<file path="src/rtl/fcd_pkg.sv">
package fcd_pkg;

   typedef enum logic [1:0] {
      FCD_REG_INT  = 2'd0,
      FCD_REG_NUM  = 2'd1,
      FCD_REG_DEN  = 2'd2,
      FCD_REG_CTL  = 2'd3
   } fcd_reg_e;

   function automatic int fcd_max(input int a, input int b);
      return (a > b) ? a : b;
   endfunction

endpackage

</file>
<file path="src/rtl/fcd_regs.sv">
module fcd_regs
   import fcd_pkg::*;
#(
   parameter int N_W       = 8,
   parameter int F_W       = 6,
   parameter int D_W       = 8,
   parameter int SRC_CODES = 3,
   parameter int SRC_W     = 2,
   parameter int N_RST     = 15,
   parameter int A_RST     = 0,
   parameter int B_RST     = 1
) (
   input  logic             clk_i,
   input  logic             rst_ni,
   input  logic             wr_en_i,
   input  logic [1:0]       addr_i,
   input  logic [D_W-1:0]   wdata_i,
   output logic [D_W-1:0]   rdata_o,
   output logic [N_W-1:0]   int_o,
   output logic [F_W-1:0]   num_o,
   output logic [F_W-1:0]   den_o,
   output logic             gate_o,
   output logic [SRC_W-1:0] src_o,
   output logic             frac_chg_o
);

   localparam logic [D_W-1:0] INT_MAX = D_W'((1 << N_W) - 1);
   localparam logic [D_W-1:0] DEN_MAX = D_W'((1 << F_W) - 1);

   logic             wr_int, wr_num, wr_den, wr_ctl;
   logic             int_ok, num_ok, den_ok, src_ok, ctl_ok;
   logic [SRC_W-1:0] wsrc;
   logic             wgate;

   assign wr_int = wr_en_i && (addr_i == FCD_REG_INT);
   assign wr_num = wr_en_i && (addr_i == FCD_REG_NUM);
   assign wr_den = wr_en_i && (addr_i == FCD_REG_DEN);
   assign wr_ctl = wr_en_i && (addr_i == FCD_REG_CTL);

   assign int_ok = (wdata_i <= INT_MAX);
   assign num_ok = (wdata_i < D_W'(den_o));
   assign den_ok = (wdata_i != '0) && (wdata_i > D_W'(num_o)) && (wdata_i <= DEN_MAX);

   assign wsrc  = wdata_i[SRC_W-1:0];
   assign wgate = wdata_i[SRC_W];

   // Legal select codes: all codes when the count fills the field, else a compare.
   if ((1 << SRC_W) == SRC_CODES) begin : g_src_full
      assign src_ok = 1'b1;
   end else begin : g_src_part
      assign src_ok = (wsrc < SRC_W'(SRC_CODES));
   end

   // Reserved control bits above the gate must be zero for the write to land.
   if (D_W > SRC_W + 1) begin : g_ctl_rsvd
      assign ctl_ok = (wdata_i[D_W-1:SRC_W+1] == '0);
   end else begin : g_ctl_full
      assign ctl_ok = 1'b1;
   end

   assign frac_chg_o = (wr_num && num_ok) || (wr_den && den_ok);

   always_ff @(posedge clk_i or negedge rst_ni) begin
      if (!rst_ni) begin
         int_o  <= N_W'(N_RST);
         num_o  <= F_W'(A_RST);
         den_o  <= F_W'(B_RST);
         gate_o <= 1'b0;
         src_o  <= '0;
      end else begin
         if (wr_int && int_ok) int_o <= wdata_i[N_W-1:0];
         if (wr_num && num_ok) num_o <= wdata_i[F_W-1:0];
         if (wr_den && den_ok) den_o <= wdata_i[F_W-1:0];
         if (wr_ctl && ctl_ok) begin
            gate_o <= wgate;
            if (src_ok) src_o <= wsrc;
         end
      end
   end

   always_comb begin
      unique case (fcd_reg_e'(addr_i))
         FCD_REG_INT: rdata_o = D_W'(int_o);
         FCD_REG_NUM: rdata_o = D_W'(num_o);
         FCD_REG_DEN: rdata_o = D_W'(den_o);
         FCD_REG_CTL: rdata_o = D_W'({gate_o, src_o});
         default:     rdata_o = '0;
      endcase
   end

   AST_NUM_BELOW_DEN: assert property (@(posedge clk_i) disable iff (!rst_ni) num_o < den_o);
   AST_DEN_NONZERO:   assert property (@(posedge clk_i) disable iff (!rst_ni) den_o != '0);
   AST_SRC_LEGAL:     assert property (@(posedge clk_i) disable iff (!rst_ni) src_o < SRC_W'(SRC_CODES) || (1 << SRC_W) == SRC_CODES);
   AST_REJECT_HOLDS:  assert property (@(posedge clk_i) disable iff (!rst_ni) (wr_den && !den_ok) |=> $stable(den_o));

endmodule

</file>
<file path="src/rtl/fcd_frac.sv">
module fcd_frac #(
   parameter int F_W = 6
) (
   input  logic           clk_i,
   input  logic           rst_ni,
   input  logic           clr_i,
   input  logic           step_i,
   input  logic           chg_i,
   input  logic [F_W-1:0] num_i,
   input  logic [F_W-1:0] den_i,
   output logic           carry_o
);

   logic [F_W-1:0] acc_q;
   logic           pend_q;
   logic [F_W-1:0] base;
   logic [F_W:0]   sum;
   logic [F_W:0]   diff;

   assign base    = pend_q ? '0 : acc_q;
   assign sum     = {1'b0, base} + {1'b0, num_i};
   assign diff    = sum - {1'b0, den_i};
   assign carry_o = (sum >= {1'b0, den_i});

   always_ff @(posedge clk_i or negedge rst_ni) begin
      if (!rst_ni) begin
         acc_q  <= '0;
         pend_q <= 1'b0;
      end else begin
         pend_q <= chg_i || (pend_q && !step_i);
         if (clr_i)       acc_q <= '0;
         else if (step_i) acc_q <= carry_o ? diff[F_W-1:0] : sum[F_W-1:0];
      end
   end

   AST_ACC_BELOW_DEN: assert property (@(posedge clk_i) disable iff (!rst_ni) !pend_q |-> acc_q < den_i);

endmodule

</file>
<file path="src/rtl/fcd_count.sv">
module fcd_count #(
   parameter int N_W = 8
) (
   input  logic           clk_i,
   input  logic           rst_ni,
   input  logic           run_i,
   input  logic [N_W-1:0] int_i,
   input  logic           stretch_i,
   output logic           edge_o,
   output logic           tick_o
);

   localparam int C_W = N_W + 1;

   logic [C_W-1:0] cnt_q;

   assign edge_o = run_i && (cnt_q == '0);

   always_ff @(posedge clk_i or negedge rst_ni) begin
      if (!rst_ni) begin
         cnt_q  <= '0;
         tick_o <= 1'b0;
      end else if (!run_i) begin
         cnt_q  <= '0;
         tick_o <= 1'b0;
      end else if (cnt_q == '0) begin
         cnt_q  <= {1'b0, int_i} + C_W'(stretch_i);
         tick_o <= 1'b1;
      end else begin
         cnt_q  <= cnt_q - 1'b1;
         tick_o <= 1'b0;
      end
   end

   AST_QUIET_WHEN_GATED: assert property (@(posedge clk_i) disable iff (!rst_ni) !run_i |=> !tick_o);
   AST_LOAD_BOUND:       assert property (@(posedge clk_i) disable iff (!rst_ni) tick_o |-> cnt_q <= C_W'((1 << N_W)));

endmodule

</file>
<file path="src/rtl/frac_clk_div.sv">
module frac_clk_div
   import fcd_pkg::*;
#(
   parameter  int N_W       = 8,
   parameter  int F_W       = 6,
   parameter  int SRC_CODES = 3,
   parameter  int N_RST     = 15,
   parameter  int A_RST     = 0,
   parameter  int B_RST     = 1,
   localparam int SRC_W     = $clog2(SRC_CODES),
   localparam int D_W       = fcd_max(fcd_max(N_W, F_W), SRC_W + 1)
) (
   input  logic             clk_i,
   input  logic             rst_ni,
   input  logic             wr_en_i,
   input  logic [1:0]       addr_i,
   input  logic [D_W-1:0]   wdata_i,
   output logic [D_W-1:0]   rdata_o,
   output logic             clk_en_o,
   output logic [SRC_W-1:0] src_sel_o
);

   if (SRC_CODES < 2) begin : g_bad_src
      $error("SRC_CODES must be at least 2");
   end
   if (B_RST < 1 || B_RST >= (1 << F_W)) begin : g_bad_den
      $error("B_RST out of range");
   end
   if (A_RST < 0 || A_RST >= B_RST) begin : g_bad_num
      $error("A_RST must lie below B_RST");
   end
   if (N_RST < 0 || N_RST >= (1 << N_W)) begin : g_bad_int
      $error("N_RST does not fit N_W");
   end

   logic [N_W-1:0] int_v;
   logic [F_W-1:0] num_v, den_v;
   logic           gate_v, frac_chg, boundary, stretch;

   fcd_regs #(
      .N_W(N_W), .F_W(F_W), .D_W(D_W), .SRC_CODES(SRC_CODES), .SRC_W(SRC_W),
      .N_RST(N_RST), .A_RST(A_RST), .B_RST(B_RST)
   ) u_regs (
      .clk_i      (clk_i),
      .rst_ni     (rst_ni),
      .wr_en_i    (wr_en_i),
      .addr_i     (addr_i),
      .wdata_i    (wdata_i),
      .rdata_o    (rdata_o),
      .int_o      (int_v),
      .num_o      (num_v),
      .den_o      (den_v),
      .gate_o     (gate_v),
      .src_o      (src_sel_o),
      .frac_chg_o (frac_chg)
   );

   fcd_frac #(.F_W(F_W)) u_frac (
      .clk_i   (clk_i),
      .rst_ni  (rst_ni),
      .clr_i   (!gate_v),
      .step_i  (boundary),
      .chg_i   (frac_chg),
      .num_i   (num_v),
      .den_i   (den_v),
      .carry_o (stretch)
   );

   fcd_count #(.N_W(N_W)) u_count (
      .clk_i     (clk_i),
      .rst_ni    (rst_ni),
      .run_i     (gate_v),
      .int_i     (int_v),
      .stretch_i (stretch),
      .edge_o    (boundary),
      .tick_o    (clk_en_o)
   );

endmodule

</file>
<file path="config.mk">
export PLATFORM = sky130hd
export DESIGN_NAME = frac_clk_div
export DESIGN_NICKNAME = d
export VERILOG_FILES = /design/src/rtl/fcd_pkg.sv /design/src/rtl/fcd_regs.sv /design/src/rtl/fcd_frac.sv /design/src/rtl/fcd_count.sv /design/src/rtl/frac_clk_div.sv
export SDC_FILE = /design/constraint.sdc
export NUM_CORES = 1
export LEC_CHECK = 0
export BUFFER_PORTS_ARGS = -buffer_cell sky130_fd_sc_hd__buf_2
export CAP_MARGIN = 15
export CORE_MARGIN = 2
export CORE_UTILIZATION = 35
export DETAILED_ROUTE_END_ITERATION = 8
export SLEW_MARGIN = 20
export SYNTH_ARGS = -nofsm -noshare
export SYNTH_HDL_FRONTEND = slang
export SYNTH_SLANG_ARGS = --single-unit
</file>
<file path="constraint.sdc">
create_clock -name clk_i -period 5.8 [get_ports clk_i]
set_input_delay 0.58 -clock clk_i [delete_from_list [all_inputs] [get_ports clk_i]]
set_output_delay 0.58 -clock clk_i [all_outputs]
set_load 0.005 [all_outputs]
</file>
==> metrics.yaml <==
routing:
  drt-total-wl_microns: 6870
  drt_iter0_drc: 131
  first_pass_iters: 4
  ant_nets: 0
  dr_total_vias: 2284
  viasPerCell: 5.40
  drcViolationCount: 0
  wire_per_inst_microns: 16.2
clock_network:
  cts_max_level: 2
  cts_buffers: 5
  cts-resized-gates: 0
  clkSinkCount: 40
  clockBufferDepth: 2
  clk_pin_slew_worst_paths_ns: 0.08
  cts_root_buf: "clkbuf_8"
  post_cts_buffers: 0
  hold_buffers: 0
  cts_tree: "yes"
  insertion_delay_ns: 0.30
place:
  place_congestion: 0.851
  portBuffers: 23
  dp_cells: 415
  dp_hpwl_microns: 5220
yosys:
  ys_types: 53
  synthSimpleGateAreaFrac_pct: 19.4
  synthTopCellsByCount: "dfrtp_1, ha_1, inv_1"
  synth_area_leader_cell: "dfrtp_1"
  yosysMostFrequentCell: "dfrtp_1"
  syn_area_per_cell_sq_um: 9.74
  synth_area_sq_um: 2880
  netlist.area_leader.share_pct: 30.4
  synthesis.instances: 296
  synth_top_family_by_area: "simple AND/OR/NAND/NOR gates"
  synth_compound_gate_area_share_pct: 11.8
  synthMuxAreaShare_pct: 11.2
  synth_edf_count: 0
  async_flop_share_pct: 100
  ys_warn_count: 0
  syn-num-nets: 337
  ys_top_cells_by_area: "dfrtp_1, ha_1, mux2_2"
  synth_fa_ha_area_share_pct: 12.7
  synth_flop_cell: "dfrtp_1"
  synth_xor_area_share_pct: 5.16
  seq_area_frac_synth_pct: 34.9
  synth-seq-cells: 40
critical_path:
  r2r-start: "u_frac.pend_q"
  startpoint: "u_frac.pend_q"
  critical_path.max_stage_delay_ns: 0.53
  end_kind: "flop"
  reg2reg_slack_ns: 1.80
  crit_path_max_fanout: 6
  arrival_ns: 4.20
  path_buf_inv: 1
  cp_num_cells: 16
  cpLargestDelayFamily: "adder cells"
  cp.required_ns: 5.99
  cpMostUsedCell: "ha_1"
  worstSetupStartpointType: "flop"
  path_class: "reg2reg"
  path_cells: "nor2b_1 -> ha_1 -> inv_1 -> fa_1 -> xnor2_1 -> ha_1 -> o21ai_0 -> a21oi_1 -> o31ai_1 -> nand2_1 -> ha_1 -> ha_1 -> and3_1 -> nand3_1 -> xor2_1 -> a21oi_1"
  critPathSlowestCell: "o31ai_1"
  reg2reg_depth: 16
cells_and_area:
  synthToLayoutAreaGrowth_pct: 11.1
  final_nets: 358
  antenna_cells: 0
  drive_gt1_share_pct: 21.1
  final_cells: 423
  fillers: 839
sta:
  hold-worst-slack_ns: 0.403
  finalSetupViolations: 0
  rsz0062_at_grt: "no"
  relSlewSlack_pct: 39.5
  layout_min_cycle_time_ns: 4.00
  hold_violations: 0
  fmaxAchievable_mhz: 250
  fin_tns_setup_ns: 0
  min_period_over_period_pct: 69.0
  drv_slew: 0
  tightest_slew_ns: 0.907
  finalClockSkew_ns: 0.00423
global_routing:
  track_usage_pct: 16.8
  grt_max_degree: 41
  grt_antenna_before_repair: 0
  grt-ovfl-total: 0
  grt_pass1_wl_microns: 11300
  grt_pass1_vias: 2198
floorplanning:
  io_pins: 24
  die_h_microns: 94.8
  core_sq_um: 8090
  dieArea_sq_um: 8980
  placementRows: 33
  start_util_pct: 35.6
  die_x_microns: 94.8
min_path:
  hold_class: "in2async"
power_and_ir_drop:
  p_leak_nw: 1.50
  peakVddDrop_mv: 0.209
  power.density_nw_per_um2: 385
run_status:
  outcome: "finished clean"
run:
  drv_cap: 0
stage by stage:
| stage | power [mW] | utilization [%] | instance area (sq um) | setup WS [ns] |
|---|---|---|---|---|
| 3_5_place_dp | 0.980 | 38.1 | 3080 | 1.84 |
| 3_3_place_gp | 0.982 | 38.1 | 3080 | 1.96 |
| 5_1_grt | 1.34 | 39.6 | 3200 | 1.40 |
| 4_1_cts | 1.23 | 39.6 | 3200 | 1.82 |
| 2_1_floorplan | 0.848 | - | 2880 | 2.26 |
| 6_report | 1.23 | 39.6 | 3200 | 1.80 |
worst paths after layout:
check                              endpoint
setup reg to reg           u_count.cnt_q[6]
hold reg to reg             u_regs.src_o[1]
setup / recovery           u_count.cnt_q[6]
max in group asynchronous     u_frac.pend_q
min in group clk_i          u_regs.int_o[6]
hold / removal             u_count.cnt_q[4]
cell usage in the layout (no fill, tap or decap), types with 5 or more instances in the layout:
| cell type | synthesis | layout |
|---|---|---|
| dfrtp_1 | 35 | 35 |
| ha_1 | 26 | 26 |
| inv_1 | 23 | 23 |
| buf_2 | 2 | 23 |
| nand2_1 | 22 | 22 |
| mux2_2 | 19 | 19 |
| nand3_1 | 16 | 16 |
| nor2_1 | 15 | 15 |
| o21ai_0 | 14 | 14 |
| nor2b_1 | 10 | 10 |
| a21oi_1 | 9 | 9 |
| xnor2_1 | 9 | 9 |
| xor2_1 | 8 | 8 |
| clkbuf_8 | 0 | 6 |
| and3_1 | 5 | 5 |
| and2_1 | 5 | 5 |
| dfstp_2 | 5 | 5 |
layer usage:
layer  part of all wire (%)  up-vias  global-route usage, %  wire length [microns]
li1                       -     1107                      -                      -
met1                     47     1114                   23.0                   3250
met2                     48       57                   27.3                   3260
met3                    3.9        6                   2.71                    270
met4                    1.3        0                   4.83                     88
met5                      0        -                      0                      0
power by group:
group	internal, mW	total [mW]	switching [mW]
combinational	0.257	0.586	0.329
clock	0.141	0.248	0.107
sequential	0.334	0.398	0.0642
kinds of logic after synthesis:
group,after synthesis
AOI/OAI and AO/OA,52
xor gates and xnor gates,17
adders and majority gates,28
buffers and inverters,33
DFF,40
muxes,26
and+or+nand+nor,100
flip-flops by register name, indices dropped and copies added (netlist names):
register	count
u_count.cnt_q	9
u_regs.int_o	8
u_frac.acc_q	6
u_regs.den_o	6
u_regs.num_o	6
u_regs.src_o	2
u_count.tick_o	1
u_frac.pend_q	1
u_regs.gate_o	1
final cells by class:
cell class / count / area (sq um) / share of cell area, %
tap: 105 / 131 / 4.10
inverter: 23 / 86.3 / 2.70
clock inverter: 2 / 38.8 / 1.21
clock buffer: 6 / 82.6 / 2.58
multi-input combinational: 223 / 1730 / 54.1
sequential: 40 / 1010 / 31.4
timing repair buffer: 24 / 123 / 3.83
No activity file was read; power rests on OpenSTA's default activity.
